`config.mk`:
```
export PLATFORM = sky130hd
export DESIGN_NAME = sbm_ctrl
export DESIGN_NICKNAME = d
export VERILOG_FILES = /design/src/rtl/sbm_pkg.sv /design/src/rtl/sbm_clkdiv.sv /design/src/rtl/sbm_seq.sv /design/src/rtl/sbm_dpath.sv /design/src/rtl/sbm_ctrl.sv
export SDC_FILE = /design/constraint.sdc
export NUM_CORES = 1
export LEC_CHECK = 0
export BUFFER_PORTS_ARGS = -buffer_cell sky130_fd_sc_hd__buf_4
export CAP_MARGIN = 20
export CORE_MARGIN = 4
export CORE_UTILIZATION = 50
export CTS_BUF_LIST = sky130_fd_sc_hd__clkbuf_4 sky130_fd_sc_hd__clkbuf_8
export DETAILED_ROUTE_END_ITERATION = 8
export HOLD_SLACK_MARGIN = 0.1
export PLACE_DENSITY_LB_ADDON = 0.12
export SYNTH_ARGS = -nofsm -noshare
export SYNTH_HDL_FRONTEND = slang
export SYNTH_HIERARCHICAL = 1
export SYNTH_SLANG_ARGS = --single-unit
```
`constraint.sdc`:
```
create_clock -name clk_i -period 8.2 [get_ports clk_i]
set_input_delay 1.64 -clock clk_i [delete_from_list [all_inputs] [get_ports clk_i]]
set_output_delay 1.64 -clock clk_i [all_outputs]
set_load 0.005 [all_outputs]
```
`src/rtl/sbm_pkg.sv`:
```
package sbm_pkg;

  typedef enum logic [2:0] {
    ST_IDLE = 3'd0,
    ST_ADDR = 3'd1,
    ST_LAT  = 3'd2,
    ST_DATA = 3'd3,
    ST_TURN = 3'd4
  } seq_state_e;

endpackage

```
`src/rtl/sbm_clkdiv.sv`:
```
module sbm_clkdiv #(
  parameter int DIV_W = 5
) (
  input  logic             clk_i,
  input  logic             rst_ni,
  input  logic             run_i,
  input  logic             run_nxt_i,
  input  logic [DIV_W-1:0] ratio_i,
  output logic             mem_clk_o,
  output logic             rise_o,
  output logic             fall_o
);

  logic [DIV_W-1:0] phase_q, phase_d;
  logic [DIV_W-1:0] lo_len, last_ph;
  logic             clk_q;

  assign lo_len  = ratio_i >> 1;
  assign last_ph = ratio_i - DIV_W'(1);

  // phase 0 is the first low cycle; a new burst always begins at phase 0
  always_comb begin
    if (run_i && (phase_q != last_ph)) phase_d = phase_q + DIV_W'(1);
    else                                phase_d = '0;
  end

  always_ff @(posedge clk_i or negedge rst_ni) begin
    if (!rst_ni) begin
      phase_q <= '0;
      clk_q   <= 1'b0;
    end else begin
      phase_q <= phase_d;
      clk_q   <= run_nxt_i && (phase_d >= lo_len);
    end
  end

  assign mem_clk_o = clk_q;
  assign rise_o    = run_i && (phase_q == lo_len - DIV_W'(1));
  assign fall_o    = run_i && (phase_q == last_ph);

endmodule

```
`src/rtl/sbm_seq.sv`:
```
module sbm_seq
  import sbm_pkg::*;
#(
  parameter int LEN_W  = 8,
  parameter int LAT_W  = 5,
  parameter int TURN_W = 4
) (
  input  logic              clk_i,
  input  logic              rst_ni,
  input  logic              accept_i,
  input  logic              req_write_i,
  input  logic [LEN_W-1:0]  req_len_i,
  input  logic [LAT_W-1:0]  lat_i,
  input  logic [TURN_W-1:0] turn_i,
  input  logic              rise_i,
  input  logic              fall_i,
  input  logic              wait_ni,
  output logic              idle_o,
  output logic              run_o,
  output logic              run_nxt_o,
  output logic              take_o,
  output logic              load_o,
  output logic              wr_o,
  output logic              ce_no,
  output logic              adv_no,
  output logic              we_no,
  output logic              oe_o
);

  seq_state_e        state_q, state_d;
  logic [LAT_W-1:0]  lat_cnt_q;
  logic [LEN_W-1:0]  beats_q;
  logic [TURN_W-1:0] turn_cnt_q;
  logic              wr_q, acc_q, last_q;
  logic              ce_n_q, adv_n_q, we_n_q, oe_q;
  logic              lat_done, data_end;

  assign lat_done = (state_q == ST_LAT) && fall_i && (lat_cnt_q == LAT_W'(1));
  assign data_end = (state_q == ST_DATA) && fall_i && last_q;

  always_comb begin
    state_d = state_q;
    unique case (state_q)
      ST_IDLE: if (accept_i) state_d = ST_ADDR;
      ST_ADDR: if (fall_i) state_d = ST_LAT;
      ST_LAT:  if (lat_done) state_d = ST_DATA;
      ST_DATA: if (data_end) state_d = (turn_i == '0) ? ST_IDLE : ST_TURN;
      ST_TURN: if (turn_cnt_q == TURN_W'(1)) state_d = ST_IDLE;
      default: state_d = ST_IDLE;
    endcase
  end

  assign take_o = (state_q == ST_DATA) && rise_i && wait_ni && !last_q;
  assign load_o = wr_q && (lat_done ||
                  ((state_q == ST_DATA) && fall_i && acc_q && !last_q));

  always_ff @(posedge clk_i or negedge rst_ni) begin
    if (!rst_ni) begin
      state_q    <= ST_IDLE;
      lat_cnt_q  <= '0;
      beats_q    <= '0;
      turn_cnt_q <= '0;
      wr_q       <= 1'b0;
      acc_q      <= 1'b0;
      last_q     <= 1'b0;
    end else begin
      state_q <= state_d;
      if (accept_i) begin
        wr_q    <= req_write_i;
        beats_q <= req_len_i;
        last_q  <= 1'b0;
        acc_q   <= 1'b0;
      end
      if ((state_q == ST_ADDR) && fall_i) lat_cnt_q <= lat_i;
      else if ((state_q == ST_LAT) && fall_i) lat_cnt_q <= lat_cnt_q - LAT_W'(1);
      // acc_q marks a beat that moved in the current memory cycle
      if (take_o) begin
        acc_q <= 1'b1;
        if (beats_q == '0) last_q <= 1'b1;
        else               beats_q <= beats_q - LEN_W'(1);
      end else if (fall_i) begin
        acc_q <= 1'b0;
      end
      if (data_end) turn_cnt_q <= turn_i;
      else if (state_q == ST_TURN) turn_cnt_q <= turn_cnt_q - TURN_W'(1);
    end
  end

  always_ff @(posedge clk_i or negedge rst_ni) begin
    if (!rst_ni) begin
      ce_n_q  <= 1'b1;
      adv_n_q <= 1'b1;
      we_n_q  <= 1'b1;
      oe_q    <= 1'b0;
    end else begin
      if (accept_i) begin
        ce_n_q  <= 1'b0;
        adv_n_q <= 1'b0;
        we_n_q  <= !req_write_i;
      end
      if ((state_q == ST_ADDR) && fall_i) adv_n_q <= 1'b1;
      if (lat_done && wr_q) oe_q <= 1'b1;
      if (data_end) begin
        ce_n_q <= 1'b1;
        we_n_q <= 1'b1;
        oe_q   <= 1'b0;
      end
    end
  end

  assign idle_o    = (state_q == ST_IDLE);
  assign run_o     = (state_q == ST_ADDR) || (state_q == ST_LAT) || (state_q == ST_DATA);
  assign run_nxt_o = (state_d == ST_ADDR) || (state_d == ST_LAT) || (state_d == ST_DATA);
  assign wr_o      = wr_q;
  assign ce_no     = ce_n_q;
  assign adv_no    = adv_n_q;
  assign we_no     = we_n_q;
  assign oe_o      = oe_q;

endmodule

```
`src/rtl/sbm_dpath.sv`:
```
module sbm_dpath #(
  parameter int ADDR_W = 26,
  parameter int DATA_W = 16
) (
  input  logic              clk_i,
  input  logic              rst_ni,
  input  logic              accept_i,
  input  logic [ADDR_W-1:0] addr_i,
  input  logic              take_rd_i,
  input  logic              load_i,
  input  logic [DATA_W-1:0] rdata_i,
  input  logic [DATA_W-1:0] wdata_i,
  output logic [ADDR_W-1:0] addr_o,
  output logic              rd_valid_o,
  output logic [DATA_W-1:0] rd_data_o,
  output logic [DATA_W-1:0] wdata_o
);

  logic [ADDR_W-1:0] addr_q;
  logic [DATA_W-1:0] rd_q, wd_q;
  logic              rv_q;

  always_ff @(posedge clk_i or negedge rst_ni) begin
    if (!rst_ni) begin
      addr_q <= '0;
      rd_q   <= '0;
      wd_q   <= '0;
      rv_q   <= 1'b0;
    end else begin
      if (accept_i)  addr_q <= addr_i;
      rv_q <= take_rd_i;
      if (take_rd_i) rd_q <= rdata_i;
      if (load_i)    wd_q <= wdata_i;
    end
  end

  assign addr_o     = addr_q;
  assign rd_valid_o = rv_q;
  assign rd_data_o  = rd_q;
  assign wdata_o    = wd_q;

endmodule

```
`src/rtl/sbm_ctrl.sv`:
```
module sbm_ctrl #(
  parameter int ADDR_W  = 26,
  parameter int DATA_W  = 16,
  parameter int LEN_W   = 8,
  parameter int DIV_W   = 5,
  parameter int LAT_W   = 5,
  parameter int TURN_W  = 4,
  parameter int DIV_MIN = 2,
  parameter int DIV_MAX = 16,
  parameter int LAT_MIN = 2,
  parameter int LAT_MAX = 17
) (
  input  logic              clk_i,
  input  logic              rst_ni,
  input  logic [DIV_W-1:0]  cfg_div_i,
  input  logic [LAT_W-1:0]  cfg_lat_i,
  input  logic [TURN_W-1:0] cfg_turn_i,
  input  logic              req_valid_i,
  output logic              req_ready_o,
  input  logic              req_write_i,
  input  logic [ADDR_W-1:0] req_addr_i,
  input  logic [LEN_W-1:0]  req_len_i,
  output logic              rd_valid_o,
  output logic [DATA_W-1:0] rd_data_o,
  output logic              wr_ready_o,
  input  logic [DATA_W-1:0] wr_data_i,
  output logic              mem_clk_o,
  output logic              mem_ce_no,
  output logic              mem_adv_no,
  output logic              mem_we_no,
  output logic [ADDR_W-1:0] mem_addr_o,
  output logic [DATA_W-1:0] mem_wdata_o,
  output logic              mem_wdata_oe_o,
  input  logic [DATA_W-1:0] mem_rdata_i,
  input  logic              mem_wait_ni
);

  localparam logic [DIV_W-1:0] DivLo = DIV_W'(DIV_MIN);
  localparam logic [DIV_W-1:0] DivHi = DIV_W'(DIV_MAX);
  localparam logic [LAT_W-1:0] LatLo = LAT_W'(LAT_MIN);
  localparam logic [LAT_W-1:0] LatHi = LAT_W'(LAT_MAX);

  logic              accept;
  logic [DIV_W-1:0]  div_sat, ratio_q;
  logic [LAT_W-1:0]  lat_sat, lat_q;
  logic [TURN_W-1:0] turn_q;
  logic              idle, run, run_nxt, rise, fall;
  logic              take, load, wr_dir;

  assign div_sat = (cfg_div_i < DivLo) ? DivLo : (cfg_div_i > DivHi) ? DivHi : cfg_div_i;
  assign lat_sat = (cfg_lat_i < LatLo) ? LatLo : (cfg_lat_i > LatHi) ? LatHi : cfg_lat_i;

  assign req_ready_o = idle;
  assign accept      = req_valid_i && idle;

  // settings frozen for the life of a burst
  always_ff @(posedge clk_i or negedge rst_ni) begin
    if (!rst_ni) begin
      ratio_q <= DivLo;
      lat_q   <= LatLo;
      turn_q  <= '0;
    end else if (accept) begin
      ratio_q <= div_sat;
      lat_q   <= lat_sat;
      turn_q  <= cfg_turn_i;
    end
  end

  sbm_clkdiv #(.DIV_W(DIV_W)) u_div (
    .clk_i     (clk_i),
    .rst_ni    (rst_ni),
    .run_i     (run),
    .run_nxt_i (run_nxt),
    .ratio_i   (ratio_q),
    .mem_clk_o (mem_clk_o),
    .rise_o    (rise),
    .fall_o    (fall)
  );

  sbm_seq #(.LEN_W(LEN_W), .LAT_W(LAT_W), .TURN_W(TURN_W)) u_seq (
    .clk_i       (clk_i),
    .rst_ni      (rst_ni),
    .accept_i    (accept),
    .req_write_i (req_write_i),
    .req_len_i   (req_len_i),
    .lat_i       (lat_q),
    .turn_i      (turn_q),
    .rise_i      (rise),
    .fall_i      (fall),
    .wait_ni     (mem_wait_ni),
    .idle_o      (idle),
    .run_o       (run),
    .run_nxt_o   (run_nxt),
    .take_o      (take),
    .load_o      (load),
    .wr_o        (wr_dir),
    .ce_no       (mem_ce_no),
    .adv_no      (mem_adv_no),
    .we_no       (mem_we_no),
    .oe_o        (mem_wdata_oe_o)
  );

  sbm_dpath #(.ADDR_W(ADDR_W), .DATA_W(DATA_W)) u_dp (
    .clk_i      (clk_i),
    .rst_ni     (rst_ni),
    .accept_i   (accept),
    .addr_i     (req_addr_i),
    .take_rd_i  (take && !wr_dir),
    .load_i     (load),
    .rdata_i    (mem_rdata_i),
    .wdata_i    (wr_data_i),
    .addr_o     (mem_addr_o),
    .rd_valid_o (rd_valid_o),
    .rd_data_o  (rd_data_o),
    .wdata_o    (mem_wdata_o)
  );

  assign wr_ready_o = load;

endmodule

```
==> key figures <==
Power and ir drop
  – Sw Ratio: 22.5%
  – Clock Power Share: 33.3%
  – NetSw: roughly 0.19 mW
  – Combinational power share: 5.3%
  – Leak Pwr: 3.30 nW
  – Peak supply drop: about 0.061 mV
  – Internal cell power: 0.659 mW
  – PwrDens: about 130 nW/um^2
  – Seq pwr share: between 60% and 70%

Logic synthesis
  – Cell Area, Synth: between 5000 and 6000 sq um
  – Top-area cell type share of the netlist area: between 40% and 50%
  – Post-synth EDFFs: 0
  – Synth unique cells: 62
  – Post-Synthesis Cells: around 420
  – Syn_nets: approximately 520
  – Seq cells post-synth: ~110
  – Post-synth ARST share: 100%
  – Main area contributors after synthesis: dfrtp_1 48%, mux2_4 13%, mux2_2 4.9%
  – Yosys top cell by area: dfrtp_1
  – Avg Cell Area, Syn: ~13 sq um
  – Synth Flop Type: dfrtp_1
  – Seq/Total Area, Yosys: slightly above 50%
  – Synth warnings: 6

Clock network
  – H-tree depth: 3
  – Clock sinks: 106
  – CTS tree: done
  – Clk Tree Root Cell: clkbuf_8
  – # hold bufs at CTS: 0
  – Clk pin slew, worst setup/hold paths: approximately 0.090 ns
  – # Post-CTS Setup Buffers: 0
  – Inserted Clock Buffers: 9
  – Clk buf depth: 2
  – Worst-Skew Late Latency: roughly 0.36 ns
  – CTS-repair resized insts: 0

STA
  – Tcrit/Tclk final: 65.5%
  – F_max: 186 MHz
  – Final setup vio count: 0
  – Setup TNS: 0 ns
  – Hold slack final: 0.487 ns
  – Final hold vios: 0
  – Max Transition Viols Final: 0
  – Skew final: just over 0.007 ns
  – Max-slew headroom: roughly 30%
  – Final min period: approximately 5.4 ns
  – Pin slew with the least headroom to its limit: ~1.1 ns
  – Final WS setup: between 2 and 3 ns
  – Setup repair after global routing missed its margin: no

Die
  – Die width: 111 microns
  – # IOs: 151
  – Core area: just over 10,000 sq um
  – Starting Density: 51.1%
  – Die area: ~12,000 sq um
  – Die span in y: approximately 110 microns
  – Core Rows: 37

Detailed routing
  – Final ANT Viol Nets: 0
  – Via count: roughly 3.8k
  – Vias per cell: roughly 5.3
  – Drt wl/cell: approximately 17 microns
  – WL final: roughly 12,000 microns
  – Initial DRC count: about 170
  – Drt pass-1 iters: 4
  – Drc violations: 0

Place
  – Placed Cells: around 690
  – HPWL Detailed: around 8600 microns
  – IO Port Bufs: 150
  – Placed Area: 6440 sq um
  – Setup Slack @ Placement: 3.23 ns
  – Placer congestion estimate: about 0.84

Setup path
  – Reg-to-Reg End: u_dp/rd_data_o[0]
  – CP Capture Type: primary output
  – Critical Path Fanout Max: 17
  – CP Data Required Time: between 6 and 7 ns
  – Worst r2r src: ratio_q[1]
  – Crit path capture: wr_ready_o
  – Setup crit start: ratio_q[1]
  – Register-to-register setup slack: ~4.2 ns
  – CP arrival: 3.74 ns
  – Cells on worst reg2reg path: 11
  – Critical path type: reg -> out
  – Type of origin of the critical path: register

Global route
  – Largest net degree at the start of global routing: 73
  – GRT Resource Usage Total: between 15 and 20%
  – First-pass GRT wire length: 19,500 microns
  – Vias in the first global route: roughly 3.8k
  – Initial antenna violation count: 0
  – GRT overflow: 0

Cells and area
  – Fin nets: 662
  – Synth-to-Final Area Change: 25.1%
  – Layout Cells excl Fill: a little over 700
  – Post-route cell area: 6610 sq um
  – Fillers: between 800 and 900
  – Share of layout cells above drive strength 1: between 40% and 50%
  – Commonest cells after routing, fill and taps aside: 152 x buf_4, 101 x dfrtp_1, 45 x mux2_4
  – Diode count: 0
  – Most common cell after layout, fill and taps aside: buf_4

Worst hold path
  – Hold WC Path Type: reg -> reg
  – Hold_sp: u_seq/adv_no

Outcome
  – Status: finished clean

Job
  – Max cap viols: 0
-- routing by layer --
layer  GRT usage [%]  part of all wire, %  up-vias
met5               0                    0        -
li1                -                    -     1804
met4            5.83                  1.2        0
met3            4.04                  5.3       11
met1            26.0                   46     1831
met2            31.4                   48      107
-- worst max-delay path: stages, from the launching register on --
cell and delay (ns):
dfstp_2 0.59, inv_1 0.09, ha_1 0.20, or3_1 0.39, a311oi_2 0.52, and2_1 0.36, nand4bb_1 0.22, nor3_1 0.24
nand3_1 0.16, o41ai_2 0.09, buf_4 0.34, buf_4 0.17
-- cells by family after synthesis --
group                    synth area share, %
AO/OA/AOI/OAI                           9.60
XOR/XNOR                                2.32
flip-flops                              50.4
buffers and inverters                   4.62
adder cells (fa/ha/maj)                 3.32
AND/OR/NAND/NOR                         11.3
multiplexers                            18.5
-- flip-flops by register name, summed over array words and instances, names as in the netlist, 5 cells and up --
name             cells
u_dp/wdata_o        16
u_dp/addr_o         26
u_seq/lat_cnt_q      5
ratio_q              5
u_div/phase_q        5
u_dp/rd_data_o      16
u_seq/beats_q        8
lat_q                5
-- layout make-up --
type | count | area, sq um | share of cell area (%)
clock inverter | 7 | 46.3 | 0.701
sequential | 106 | 2660 | 40.2
tap | 136 | 170 | 2.58
inverter | 21 | 78.8 | 1.19
multi-input combinational | 273 | 2390 | 36.1
timing repair buffer | 152 | 1140 | 17.3
clock buffer | 9 | 124 | 1.88
-- worst min path at each step --
stage	to	cells past startpoint
after global routing	u_seq/adv_no	2
after floorplan	u_seq/acc_q	2
after global placement	u_seq/ce_no	2
final	u_seq/adv_no	2
after detailed placement	u_seq/adv_no	2
after CTS	u_seq/adv_no	2
-- power by group through the flow --
stage | combinational, mW | sequential, mW | clock (mW)
detailed placement | 0.0458 | 0.533 | 0
CTS | 0.0461 | 0.522 | 0.297
finish | 0.0448 | 0.522 | 0.283
global placement | 0.0449 | 0.533 | 0
global route | 0.0500 | 0.523 | 0.321
floorplan | 0.00243 | 0.533 | 0
-- synthesized netlist by cell type, types with 3 or more instances --
library cell  count
o31ai_1           3
buf_6             5
nand3_1          10
a22oi_1           3
nand2_1          16
nand2b_1          5
nor3_1            8
a22o_1            3
a211oi_1          5
nor3b_1           7
nor2b_1           8
or4_1             6
o211ai_1          3
ha_1             14
mux2i_1           4
nand4b_1          3
inv_1            20
o21ai_1           4
o21ai_0          14
clkbuf_1          7
or3_1             6
dfstp_2           5
nor2_1           12
o22ai_1           4
xnor2_1           9
xor2_1            5
mux2_4           45
mux2_2           23
o2bb2ai_1         3
or3b_1            3
dfrtp_1         101
a21oi_1          13
-- through the flow --
| step | total power, mW | utilization, % |
|---|---|---|
| floorplan | 0.535 | - |
| global placement | 0.578 | 62.3 |
| detailed placement | 0.578 | 62.3 |
| CTS | 0.866 | 64.0 |
| global route | 0.894 | 64.0 |
| finish | 0.850 | 64.0 |
No activity file was read; power rests on OpenSTA's default activity.
